**config.mk**
```make
export PLATFORM = sky130hd
export DESIGN_NAME = mp_irq_dist
export DESIGN_NICKNAME = d
export VERILOG_FILES = /design/src/rtl/mpd_pkg.sv /design/src/rtl/mpd_regs.sv /design/src/rtl/mpd_src.sv /design/src/rtl/mpd_pick.sv /design/src/rtl/mp_irq_dist.sv
export SDC_FILE = /design/constraint.sdc
export NUM_CORES = 1
export LEC_CHECK = 0
export ABC_AREA = 1
export ABC_CLOCK_PERIOD_IN_PS = 3950
export BUFFER_PORTS_ARGS = -buffer_cell sky130_fd_sc_hd__buf_2
export CAP_MARGIN = 25
export CORE_ASPECT_RATIO = 1.75
export CORE_MARGIN = 5
export CORE_UTILIZATION = 45
export CTS_CLUSTER_SIZE = 25
export DETAILED_ROUTE_END_ITERATION = 10
export PLACE_DENSITY = 0.7
export SLEW_MARGIN = 20
export SYNTH_ARGS = -nofsm -noshare
export SYNTH_HDL_FRONTEND = slang
export SYNTH_HIERARCHICAL = 1
export SYNTH_SLANG_ARGS = --single-unit
```
**constraint.sdc**
```tcl
create_clock -name clk -period 3.95 [get_ports clk]
set_clock_uncertainty 0.2 [all_clocks]
set_input_delay 0.395 -clock clk [delete_from_list [all_inputs] [get_ports clk]]
set_output_delay 0.395 -clock clk [all_outputs]
set_load 0.03 [all_outputs]
```
**src/rtl/mpd_pkg.sv**
```systemverilog
package mpd_pkg;

  typedef enum logic [1:0] {
    TRIG_LVL_HI = 2'd0,
    TRIG_LVL_LO = 2'd1,
    TRIG_RISE   = 2'd2,
    TRIG_FALL   = 2'd3
  } trig_e;

  // Word holding the 2-bit mode field of line idx
  function automatic int trig_word(int idx);
    return (2 * idx) / 32;
  endfunction

  // Bit position of that field inside its word
  function automatic int trig_lsb(int idx);
    return (2 * idx) % 32;
  endfunction

  function automatic logic is_edge_mode(logic [1:0] mode);
    return mode[1];
  endfunction

  function automatic logic level_active(logic [1:0] mode, logic cur);
    return (mode == TRIG_LVL_LO) ? ~cur : cur;
  endfunction

  function automatic logic edge_seen(logic [1:0] mode, logic cur, logic prv);
    case (mode)
      TRIG_RISE: return cur & ~prv;
      TRIG_FALL: return ~cur & prv;
      default:   return 1'b0;
    endcase
  endfunction

endpackage

```
**src/rtl/mpd_regs.sv**
```systemverilog
module mpd_regs import mpd_pkg::*; #(
  parameter int NIRQ   = 32,
  parameter int NCPU   = 4,
  parameter int ADDR_W = 16,
  localparam int CPU_W = (NCPU > 1) ? $clog2(NCPU) : 1,
  localparam int NTW   = (2 * NIRQ + 31) / 32
) (
  input  logic                       clk,
  input  logic                       rst_n,
  input  logic                       wr_en,
  input  logic                       rd_en,
  input  logic [ADDR_W-1:0]          addr,
  input  logic [31:0]                wdata,
  output logic                       rd_valid,
  output logic [31:0]                rd_data,
  output logic                       dist_en,
  output logic [NIRQ-1:0][1:0]       trig_mode,
  output logic [NIRQ-1:0]            route_one,
  output logic [NIRQ-1:0][CPU_W-1:0] route_cpu
);

  localparam logic [ADDR_W-1:0] A_TRIG_LO = ADDR_W'(256);
  localparam logic [ADDR_W-1:0] A_TRIG_HI = ADDR_W'(256 + 4 * NTW);
  localparam logic [ADDR_W-1:0] A_RT_LO   = ADDR_W'(4096);
  localparam logic [ADDR_W-1:0] A_RT_HI   = ADDR_W'(4096 + 4 * NIRQ);

  logic              hit_ctrl, hit_trig, hit_route;
  logic [ADDR_W-1:0] trig_off, route_off;
  int                trig_wi, route_i;
  logic [31:0]       rword;

  assign hit_ctrl  = (addr == '0);
  assign hit_trig  = (addr >= A_TRIG_LO) && (addr < A_TRIG_HI);
  assign hit_route = (addr >= A_RT_LO) && (addr < A_RT_HI);
  assign trig_off  = addr - A_TRIG_LO;
  assign route_off = addr - A_RT_LO;
  assign trig_wi   = int'(trig_off[ADDR_W-1:2]);
  assign route_i   = int'(route_off[ADDR_W-1:2]);

  always_ff @(posedge clk or negedge rst_n) begin
    if (!rst_n) begin
      dist_en   <= 1'b0;
      trig_mode <= '0;
      route_one <= '0;
      route_cpu <= '0;
    end else if (wr_en) begin
      if (hit_ctrl) dist_en <= wdata[0];
      for (int i = 0; i < NIRQ; i++) begin
        if (hit_trig && trig_wi == trig_word(i))
          trig_mode[i] <= wdata[trig_lsb(i) +: 2];
        if (hit_route && route_i == i) begin
          route_one[i] <= wdata[31];
          route_cpu[i] <= wdata[CPU_W-1:0];
        end
      end
    end
  end

  always_comb begin
    rword = '0;
    if (hit_ctrl) rword[0] = dist_en;
    for (int i = 0; i < NIRQ; i++) begin
      if (hit_trig && trig_wi == trig_word(i))
        rword[trig_lsb(i) +: 2] = trig_mode[i];
      if (hit_route && route_i == i) begin
        rword[31]        = route_one[i];
        rword[CPU_W-1:0] = route_cpu[i];
      end
    end
  end

  always_ff @(posedge clk or negedge rst_n) begin
    if (!rst_n) begin
      rd_valid <= 1'b0;
      rd_data  <= '0;
    end else begin
      rd_valid <= rd_en;
      rd_data  <= rd_en ? rword : '0;
    end
  end

endmodule

```
**src/rtl/mpd_src.sv**
```systemverilog
module mpd_src import mpd_pkg::*; #(
  parameter int NIRQ = 32
) (
  input  logic                 clk,
  input  logic                 rst_n,
  input  logic [NIRQ-1:0]      irq_raw,
  input  logic [NIRQ-1:0][1:0] trig_mode,
  input  logic                 dist_en,
  input  logic [NIRQ-1:0]      clr,
  output logic [NIRQ-1:0]      pend,
  output logic [NIRQ-1:0]      edge_hit,
  output logic [NIRQ-1:0]      edge_latch
);

  logic [NIRQ-1:0] sync1, sync2, prev;

  always_ff @(posedge clk or negedge rst_n) begin
    if (!rst_n) begin
      sync1 <= '0;
      sync2 <= '0;
      prev  <= '0;
    end else begin
      sync1 <= irq_raw;
      sync2 <= sync1;
      prev  <= sync2;
    end
  end

  for (genvar i = 0; i < NIRQ; i++) begin : g_src
    assign edge_hit[i] = dist_en && edge_seen(trig_mode[i], sync2[i], prev[i]);

    // a new edge wins over a completion in the same cycle
    always_ff @(posedge clk or negedge rst_n) begin
      if (!rst_n)           edge_latch[i] <= 1'b0;
      else if (edge_hit[i]) edge_latch[i] <= 1'b1;
      else if (clr[i])      edge_latch[i] <= 1'b0;
    end

    assign pend[i] = is_edge_mode(trig_mode[i]) ? edge_latch[i]
                                                : level_active(trig_mode[i], sync2[i]);
  end

endmodule

```
**src/rtl/mpd_pick.sv**
```systemverilog
module mpd_pick #(
  parameter int NIRQ     = 32,
  parameter int ID_W     = 8,
  parameter int FIRST_ID = 32,
  localparam int IDX_W   = (NIRQ > 1) ? $clog2(NIRQ) : 1
) (
  input  logic [NIRQ-1:0] mask,
  output logic            valid,
  output logic [ID_W-1:0] id
);

  logic [IDX_W-1:0] idx;

  always_comb begin
    idx = '0;
    for (int i = NIRQ - 1; i >= 0; i--)
      if (mask[i]) idx = IDX_W'(i);
  end

  assign valid = |mask;
  assign id    = ID_W'(idx) + ID_W'(FIRST_ID);

endmodule

```
**src/rtl/mp_irq_dist.sv**
```systemverilog
module mp_irq_dist #(
  parameter int NCPU     = 4,
  parameter int NIRQ     = 32,
  parameter int FIRST_ID = 32,
  parameter int ID_W     = 8,
  parameter int ADDR_W   = 16
) (
  input  logic                 clk,
  input  logic                 rst_n,
  input  logic [NIRQ-1:0]      irq_in,
  input  logic                 req_valid,
  output logic                 req_ready,
  input  logic                 req_write,
  input  logic [ADDR_W-1:0]    req_addr,
  input  logic [31:0]          req_wdata,
  output logic                 rd_valid,
  output logic [31:0]          rd_data,
  output logic [NCPU-1:0]      cpu_irq_valid,
  output logic [NCPU*ID_W-1:0] cpu_irq_id,
  input  logic [NCPU-1:0]      cpu_done_valid,
  input  logic [NCPU*ID_W-1:0] cpu_done_id
);

  localparam int CPU_W = (NCPU > 1) ? $clog2(NCPU) : 1;

  logic                       dist_en;
  logic [NIRQ-1:0][1:0]       trig_mode;
  logic [NIRQ-1:0]            route_one;
  logic [NIRQ-1:0][CPU_W-1:0] route_cpu;
  logic [NIRQ-1:0]            pend, edge_hit, edge_latch, clr;
  logic [NCPU-1:0][NIRQ-1:0]  route_hit;

  assign req_ready = 1'b1;

  mpd_regs #(.NIRQ(NIRQ), .NCPU(NCPU), .ADDR_W(ADDR_W)) u_regs (
    .clk       (clk),
    .rst_n     (rst_n),
    .wr_en     (req_valid && req_write),
    .rd_en     (req_valid && !req_write),
    .addr      (req_addr),
    .wdata     (req_wdata),
    .rd_valid  (rd_valid),
    .rd_data   (rd_data),
    .dist_en   (dist_en),
    .trig_mode (trig_mode),
    .route_one (route_one),
    .route_cpu (route_cpu)
  );

  mpd_src #(.NIRQ(NIRQ)) u_src (
    .clk        (clk),
    .rst_n      (rst_n),
    .irq_raw    (irq_in),
    .trig_mode  (trig_mode),
    .dist_en    (dist_en),
    .clr        (clr),
    .pend       (pend),
    .edge_hit   (edge_hit),
    .edge_latch (edge_latch)
  );

  for (genvar c = 0; c < NCPU; c++) begin : g_cpu
    for (genvar i = 0; i < NIRQ; i++) begin : g_rt
      assign route_hit[c][i] = !route_one[i] || (route_cpu[i] == CPU_W'(c));
    end

    mpd_pick #(.NIRQ(NIRQ), .ID_W(ID_W), .FIRST_ID(FIRST_ID)) u_pick (
      .mask  (pend & route_hit[c] & {NIRQ{dist_en}}),
      .valid (cpu_irq_valid[c]),
      .id    (cpu_irq_id[c*ID_W +: ID_W])
    );
  end

  // completion from a CPU that the line targets
  always_comb begin
    clr = '0;
    for (int i = 0; i < NIRQ; i++)
      for (int c = 0; c < NCPU; c++)
        if (cpu_done_valid[c] && route_hit[c][i] &&
            cpu_done_id[c*ID_W +: ID_W] == ID_W'(FIRST_ID + i))
          clr[i] = 1'b1;
  end

endmodule

```
Yosys cells after proc, flatten, opt, wreduce, memory -nomap -nowiden:

Index checks and enable logic that the tools add are counted.
W data, S select, Z words.

* bits in registers: 322
* input port bits: 120
* output and inout bits: 70
* logic and storage cells: 1739

* reduce and logical (&&, ||, !) cells: 593
* magnitude comparators: 4
* muxes and demuxes: 514
* $add $sub $neg: 6
* bitwise gates (word level): 136
* eq/ne operators: 352

Operators with widths (number)
* $eq A8 B6 Y1 const B: 128
* $mux W5: 128
* $logic_and A1 B1 Y1: 326
* $mux W1: 289
* $and A32 B32 Y32: 8
* $eq A2 B2 Y1 const B: 128
* $eq A14 B6 Y1 const B: 16
* $eq A2 B1 Y1 const B: 64
* $logic_or A1 B1 Y1: 128
* $mux W2: 64
* $reduce_or A32 Y1: 4
* $eq A14 B5 Y1 const B: 8
* $reduce_and A2 Y1: 35
* $and A1 B1 Y1: 64
* $logic_not A2 Y1: 32
* $logic_not A32 Y1: 2
* $not A1 Y1: 64
* $pmux W1 S2: 32
* $reduce_bool A2 Y1: 32
* $eq A14 B4 Y1 const B: 4
* $logic_not A1 Y1: 33
* $mux W32: 1
* $add A5 B6 Y7 const B: 4
* $eq A14 B2 Y1 const B: 2
* 8 further kinds: 9

Longest topological paths before layout:

Gate-level depths: netlist (run 1).

* depth after elaboration: 38
* depth in mapped cells: 39
* depth with buffers taken out: 39

Hierarchy:

Netlist (run 1), hierarchy kept.

By module, submodules not included
* mpd_regs: sequential area each 4854.7 µm², cells an instance 1096, instances 1, area each 8757.1 µm²
* mpd_src: sequential area each 3203.1 µm², cells an instance 736, instances 1, area each 5595.4 µm²
* mp_irq_dist: sequential area each 0.0 µm², cells an instance 1012, instances 1, area each 4226.6 µm²
* mpd_pick: sequential area each 0.0 µm², cells an instance 112, instances 4, area each 500.5 µm²

Least setup slack after synthesis (run 1):

Ideal clock, no wire load.

* kind: register -> output
* start point: register u_regs.dist_en
* end point: output cpu_irq_id[24]
* data required time: 3.355 ns
* path buffers: 1
* setup slack: 0.764 ns
* stages on the path, launching flop included: 34
* arrival: 2.591 ns
* cell sequence: dfrtp_1 > buf_2 > nand2_1 > a21oi_1 > inv_2 > nand2_1 > nand2_1 > nand2_1 > nand2_1 > nand2_1 > nand2_1 > nand2_1 > nand2_1 > nand2_1 > nand2_1 > nand2_1 > nand2_1 > nand2_1 > nand2_1 > nand2_1 > nand2_1 > nand2_1 > nand2_1 > nand2_1 > nand2_1 > nand2_1 > nand2_1 > nand2_1 > nand2_1 > nand2_1 > nand2_1 > nand2_1 > nand2_1 > a21oi_2

* cells in the longest elaborated chain, start to end: 34

Ends and longest elaborated chain
* start: declaration: RTL line mpd_regs.sv:16 `output logic dist_en,`
* start signal: assignment: RTL line mpd_regs.sv:47 `if (hit_ctrl) dist_en <= wdata[0];`
* $and A32 B32 Y32 (*): RTL line mp_irq_dist.sv:68 `.mask (pend & route_hit[c] & {NIRQ{dist_en}}),`
* $mux W5 (31 in a row): RTL line mpd_pick.sv:17 `if (mask[i]) idx = IDX_W'(i);`
* $mux W5 (*): RTL line mpd_pick.sv:17
* $add A5 B6 Y7 (*): RTL line mpd_pick.sv:21 `assign id = ID_W'(idx) + ID_W'(FIRST_ID);`
* end: declaration: RTL line mp_irq_dist.sv:19 `output logic [NCPU*ID_W-1:0] cpu_irq_id,`

Mark *: on every way between the ends. The rest lies on a longest branch, timed or not.

Worst setup path in the final report (run 1):

* start point: register u_regs/trig_mode[58] (netlist name)
* end point: output cpu_irq_id[0]

* cells in the longest elaborated chain, start to end: 36

Ends and longest elaborated chain
* start: declaration: RTL line mpd_regs.sv:17 `output logic [NIRQ-1:0][1:0] trig_mode,`
* start signal: indexed assignment: RTL line mpd_regs.sv:50 `trig_mode[i] <= wdata[trig_lsb(i) +: 2];`
* $eq A2 B1 Y1: RTL line mpd_pkg.sv:25 `return (mode == TRIG_LVL_LO) ? ~cur : cur;`
* $mux W1: RTL line mpd_pkg.sv:25
* $mux W1: RTL line mpd_src.sv:39 `assign pend[i] = is_edge_mode(trig_mode[i]) ? edge_latch[i]`
* via pend[29]: RTL line mp_irq_dist.sv:30 `logic [NIRQ-1:0] pend, edge_hit, edge_latch, clr;`
* $and A32 B32 Y32 (2 in a row): RTL line mp_irq_dist.sv:68
* $mux W5 (30 in a row): RTL line mpd_pick.sv:17
* $add A5 B6 Y7: RTL line mpd_pick.sv:21

The timed path passes the listed nets, and every way through them passes these cells.

==> results of run 1 <==
## path summary, 6_finish.rpt
| kind | from | depth (start not counted) | slack, ns | endpoint |
|---|---|---|---|---|
| worst max register to register | u_regs/dist_en | 34 | 0.63 | u_regs/rd_data[0] |
| min in group asynchronous | rst_n | 2 | 0.16 | u_src/sync2[13] |
| worst min register to register | u_src/sync1[6] | 0 | 0.15 | u_src/sync2[6] |
| max in group asynchronous | rst_n | 3 | 2.31 | u_regs/route_cpu[16] |
| worst max-delay path | u_regs/trig_mode[58] | 38 | -0.22 | cpu_irq_id[0] |
| worst min-delay path | req_valid | 5 | 0.04 | u_regs/rd_data[31] |
## sequential cells by signal (all words and copies together), names as in the netlist
signal / count
u_regs/trig_mode: 64
u_regs/route_cpu: 64
u_regs/route_one: 32
u_src/prev: 32
u_regs/rd_valid: 1
u_regs/rd_data: 32
u_regs/dist_en: 1
u_src/sync2: 32
u_src/edge_latch: 32
u_src/sync1: 32
## what timing repair did
action                     4_1_cts  5_1_grt
hold buffers                    68        0
pin swaps                       26       27
hold endpoints to repair       184        0
resized for setup               83       27
setup endpoints to repair        8       14
setup buffers                    3        2
cloned                           0        0
## critical path: cells and delay by family, from the launching register on
family / cells / cell delay, ns
AO/OA/AOI/OAI: 1 / 0.20
buffers and inverters: 3 / 0.29
flip-flops: 1 / 0.40
AND/OR/NAND/NOR: 34 / 2.06
## layout make-up
type	instances	area (sq um)
Clock buffer	36	793
Clock inverter	19	200
Fill cell	4674	20900
Inverter	656	2570
Multi-Input combinational cell	2212	9730
Sequential cell	322	8060
Tap cell	577	722
Timing Repair Buffer	308	2170
## per-layer routing
layer,global-route usage [%],vias to the layer above
li1,-,10332
met3,2.82,254
met4,24.5,0
met2,55.3,768
met1,35.5,9434
met5,0,-
## power breakdown
group | total (uW) | internal, uW | switching, uW
registers | 3490 | 3430 | 67.2
clock network | 2940 | 1590 | 1360
logic | 568 | 189 | 379
total | 7010 | 5200 | 1800
## cells in the final DEF (no fill, tap or decap), types with 3 or more instances in the layout
master / count
a21boi_0: 4
a21oi_1: 96
a21oi_2: 11
a311oi_4: 3
a31oi_1: 4
buf_12: 5
buf_2: 168
buf_4: 55
buf_6: 11
bufinv_8: 8
clkbuf_1: 4
clkbuf_16: 30
clkinv_2: 8
clkinv_4: 3
conb_1: 13
dfrtp_1: 321
dlygate4sd3_1: 68
inv_1: 625
inv_2: 22
nand2_1: 1093
nand2_2: 28
nand2_4: 6
nand3_1: 184
nand3_2: 10
nand4_1: 7
nor2_1: 394
nor2_2: 20
nor2_4: 19
nor3_1: 10
nor4_1: 8
o21ai_0: 258
o21ai_1: 13
o21bai_1: 5
o31ai_1: 4
or2_2: 4
## per-stage QoR
step,setup WS (ns),hold WS (ns),cells,TNS [ns],power [uW]
global route,-0.532,0.0470,4130,-3.38,7270
CTS,-0.218,0.00668,4128,-0.976,7060
global placement,0.188,0.132,4003,0,4060
floorplan,0.764,-0.101,3264,0,3810
detailed placement,0.217,0.135,4003,0,4070
finish,-0.218,0.0370,4130,-0.952,7010
==> results.cfg, run 1 <==
[finish]
diodes = 0
drive_above_1_share_pct = 12.2
layout.nets = 3650
final_cell_area_sq_um = 24200
area_growth_pct = 18.5
utilization_pct = 53.8

[sta]
relSlewSlack_pct = 30.6
setup_ws_ns = -0.218
report.final.slew_viol_count = 0
fmax_mhz = 240
period_minus_slack_ns = 4.17
finalHoldViolCount = 0
setup_viol = 8
finalCritPeriodShare_pct = 106
worst_pin_slew_ns = 1.04
rsz0062_at_grt = yes

[route]
ant_nets = 0
wl_per_cell_um = 19.5
drtPass1Iterations = 6
dr_wl_met2_mm = 39.4
vias_per_cell = 5.03
route.detailed.drc = 0
first_iter_violations = 1494
met1_length_mm = 29.0
wl_mm = 80.5
top_layer = met4
dr_wl_met3_mm = 3.95
vias = 20788

[global_routing]
grt_pass1_wl_mm = 120
gr-total-overflow = 0
antenna_found_initial = 0
grt_max_degree = 96
grt_pass1_vias = 20277
grt_usage_pct = 31.9

[synthesis]
syn_inst = 3260
ys_warn_count = 6
netlist_area_sq_um = 20500
synth.avg_cell_area_sq_um = 6.28

[flow_run]
max_cap_viol_count = 0

[clock_tree]
clock_latency_ns = 0.63
cts_tree = built
clk_pin_slew_ns = 0.07
clockBufferDepth = 3
cts-root-buf = clkbuf_16
cts_buffers = 30
htree_levels = 1
cts_sinks = 322

[floorplan]
die-area_sq_um = 50000
die_x_um = 171
io_pins = 190
initial_core_util_pct = 45.4
placementRows = 103
coreArea_sq_um = 45100
die_y_um = 292

[power]
p_leak_uw = 0.0129
ir_drop_v = 0.000317
powerDensity_nw_per_um2 = 289

[setup_path]
cp-start-kind = flip-flop
slowest_delay_ns = 0.40
slowest_stage = dfrtp_1
cp_max_fo = 4
worstPathRequired_ns = 3.36
crit_arrival_ns = 3.57
crit_type = flip-flop to output port
cp-end-kind = output port
crit_top_cell = nand2_1

[placed_design]
place_hpwl_mm = 64.3
placed_cell_area_sq_um = 22200
gp_congestion = 1.05
io_buffers = 176

[min_path]
hp-class = input port to flip-flop

[run_status]
outcome = finished, violations left
violations = negative setup slack
Note: power is estimated with default switching activity, not from simulation.
==> inputs of run 2 (changes only) <==
ABC_CLOCK_PERIOD_IN_PS = 5100   (was 3950)
CORE_MARGIN = unset   (was 5)
PLACE_DENSITY = 0.71   (was 0.7)
SYNTH_HIERARCHICAL = unset   (was 1)
clock period = 5.1 ns   (was 3.95 ns; I/O delays follow)
==> run 2 against run 1 <==
  * The run now ends clean
  * Worst setup slack improved by 0.64 ns
  * Utilization fell by 0.34 points
  * Combinational power down 24%
  * Final area fell by 12%
  * Critical endpoint is now cpu_irq_id[8]
  * Highest routed layer unchanged
==> results.cfg, run 2 <==
[floorplan]
coreArea_sq_um = 40100
die-area_sq_um = 41600
initial_core_util_pct = 45.8
die_y_um = 269
die_x_um = 155
io_pins = 190
placementRows = 97

[sta]
hold_slack_ns = 0.00419
period_minus_slack_ns = 4.68
fmax_mhz = 214
report.final.slew_viol_count = 0
setup_viol = 0
finalHoldViolCount = 0
setup_tns_ns = 0
finalCritPeriodShare_pct = 91.7
relSlewSlack_pct = 28.8
worst_pin_slew_ns = 1.06
rsz0062_at_grt = no

[synthesis]
syn_inst = 2612
ys_seq_area_share_pct = 43.9
synth-edff-count = 0
yosysTopAreaCellShare_pct = 43.9
netlist_area_sq_um = 18300
synth_top_cells_by_area = dfrtp_1, nand2_1, o21ai_0
yosysTopAreaCell = dfrtp_1
synth.avg_cell_area_sq_um = 7.02
ys_async_sr_fraction_pct = 100
ys_warn_count = 0
synth_most_common_cell = nand2_1
ys_seq_elements = 322
ys_dominant_reg_cell = dfrtp_1
ys_types = 42
synth_common_cells = nand2_1, inv_1, o21ai_0

[setup_path]
worstRegToRegCells = 39
crit_top_cell = nand2_1
cp_max_fo = 3
cp-start-kind = flip-flop
reg2reg_to = u_regs.rd_data[0]
ff2ff_setup_slack_ns = 0.58
worstPathRequired_ns = 4.39
crit_arrival_ns = 3.97
crit_type = flip-flop to output port
r2r-start = u_regs.dist_en
slowest_stage = dfrtp_1
cp-end-kind = output port
slowest_delay_ns = 0.37

[route]
ant_nets = 0
wl_mm = 81.5
vias_per_cell = 5.79
vias = 19405
wl_per_cell_um = 24.3
drtPass1Iterations = 6
first_iter_violations = 1869
route.detailed.drc = 0

[global_routing]
grt_pass1_vias = 18481
grtUsageMet2_pct = 67.1
grt_max_degree = 120
top_usage_layer = met2
gr-total-overflow = 0
grt_usage_pct = 39.0
met1_usage_pct = 45.3
antenna_found_initial = 0
grt_pass1_wl_mm = 117
met3_usage_pct = 4.24

[min_path]
hp-class = input port to flip-flop
hold_path_end = u_regs.trig_mode[2]
hold_depth = 3
hp-start = req_wdata[2]

[clock_tree]
cts-root-buf = clkbuf_16
clockBufferDepth = 3
clock_latency_ns = 0.61
cts_tree = built
cts_setup_buffers = 0
cts_resized = 0
clk_pin_slew_ns = 0.07
cts_hold_buf = 51
cts_sinks = 322
cts_buffers = 30
htree_levels = 1

[finish]
utilization_pct = 53.4
layout_commonest_cell = nand2_1
layout.nets = 2951
final_cell_area_sq_um = 21400
fill_cells = 3901
area_growth_pct = 16.6
reg_top3 = u_regs.route_cpu: 64 flops, u_regs.trig_mode: 64 flops
mostFrequentLayoutCells = nand2_1, inv_1, o21ai_0, dfrtp_1, nand3_1
drive_above_1_share_pct = 11.8

[power]
ir_drop_v = 0.000332
p_leak_uw = 0.0102
powerDensity_nw_per_um2 = 265

[flow_run]
max_cap_viol_count = 0

[placed_design]
placed_cell_area_sq_um = 19800
place_hpwl_mm = 64.2
io_buffers = 176
gp_congestion = 1.15

[run_status]
outcome = finished clean
## run 2: worst max-delay path by stage
stage | end | slack, ns | depth (start not counted) | start
5_1_grt | cpu_irq_id[8] | 0.02 | 35 | u_regs.trig_mode[58]
3_3_place_gp | u_regs.rd_data[0] | 0.24 | 44 | req_addr[11]
4_1_cts | cpu_irq_id[8] | 0.42 | 35 | u_regs.trig_mode[58]
3_5_place_dp | u_regs.rd_data[0] | 0.24 | 43 | req_addr[14]
2_1_floorplan | cpu_irq_id[8] | 1.54 | 33 | u_src.sync2[29]
6_report | cpu_irq_id[8] | 0.42 | 35 | u_regs.trig_mode[58]
## run 2: per-stage QoR
step                power (uW)  cells  setup WS, ns
global placement          3140   3241         0.244
detailed placement        3160   3243         0.238
finish                    5670   3349         0.424
CTS                       5690   3348         0.424
floorplan                 2930   2623          1.54
global route              5830   3348        0.0173
## run 2: cell type report
cell class              instances  area [sq um]  share of cell area [%]
flip-flops and latches        322          8060                    37.7
well taps                     495           619                    2.89
inverters                     390          1460                    6.84
clock buffers                  38           842                    3.94
diodes                          1          2.50                  0.0117
multi-input cells            1843          8590                    40.1
repair buffers                244          1570                    7.36
clock inverters                16           248                    1.16
## run 2: critical path: cells and delay by family (launching register included)
family,cells,cell delay [ns]
DFF,1,0.37
buffers and inverters,2,0.29
AOI/OAI and AO/OA,3,0.34
and+or+nand+nor,30,2.35
## run 2: logic make-up (layout without fill, tap and decap cells)
group / count (synthesis) / in the layout / share of synthesized area [%]
AO/OA/AOI/OAI: 574 / 574 / 17.3
buffers and inverters: 458 / 688 / 9.78
flip-flops: 322 / 322 / 43.9
other: 2 / 14 / 0.0409
AND/OR/NAND/NOR: 1256 / 1256 / 28.9
## run 2: per-layer routing
metal / vias to the layer above / wire [um] / share of wire (%)
met3: 264 / 4960 / 6.1
met4: 0 / 6770 / 8.3
li1: 8910 / - / -
met5: - / 0 / 0
met2: 992 / 39200 / 48
met1: 9239 / 30600 / 37
## run 2: power by group
| group | switching [uW] | leakage (uW) | internal (uW) |
|---|---|---|---|
| Combinational | 293 | 0.00551 | 139 |
| Clock | 1050 | 0.000537 | 1470 |
| Sequential | 64.3 | 0.00417 | 2650 |
| Total | 1410 | 0.0102 | 4270 |
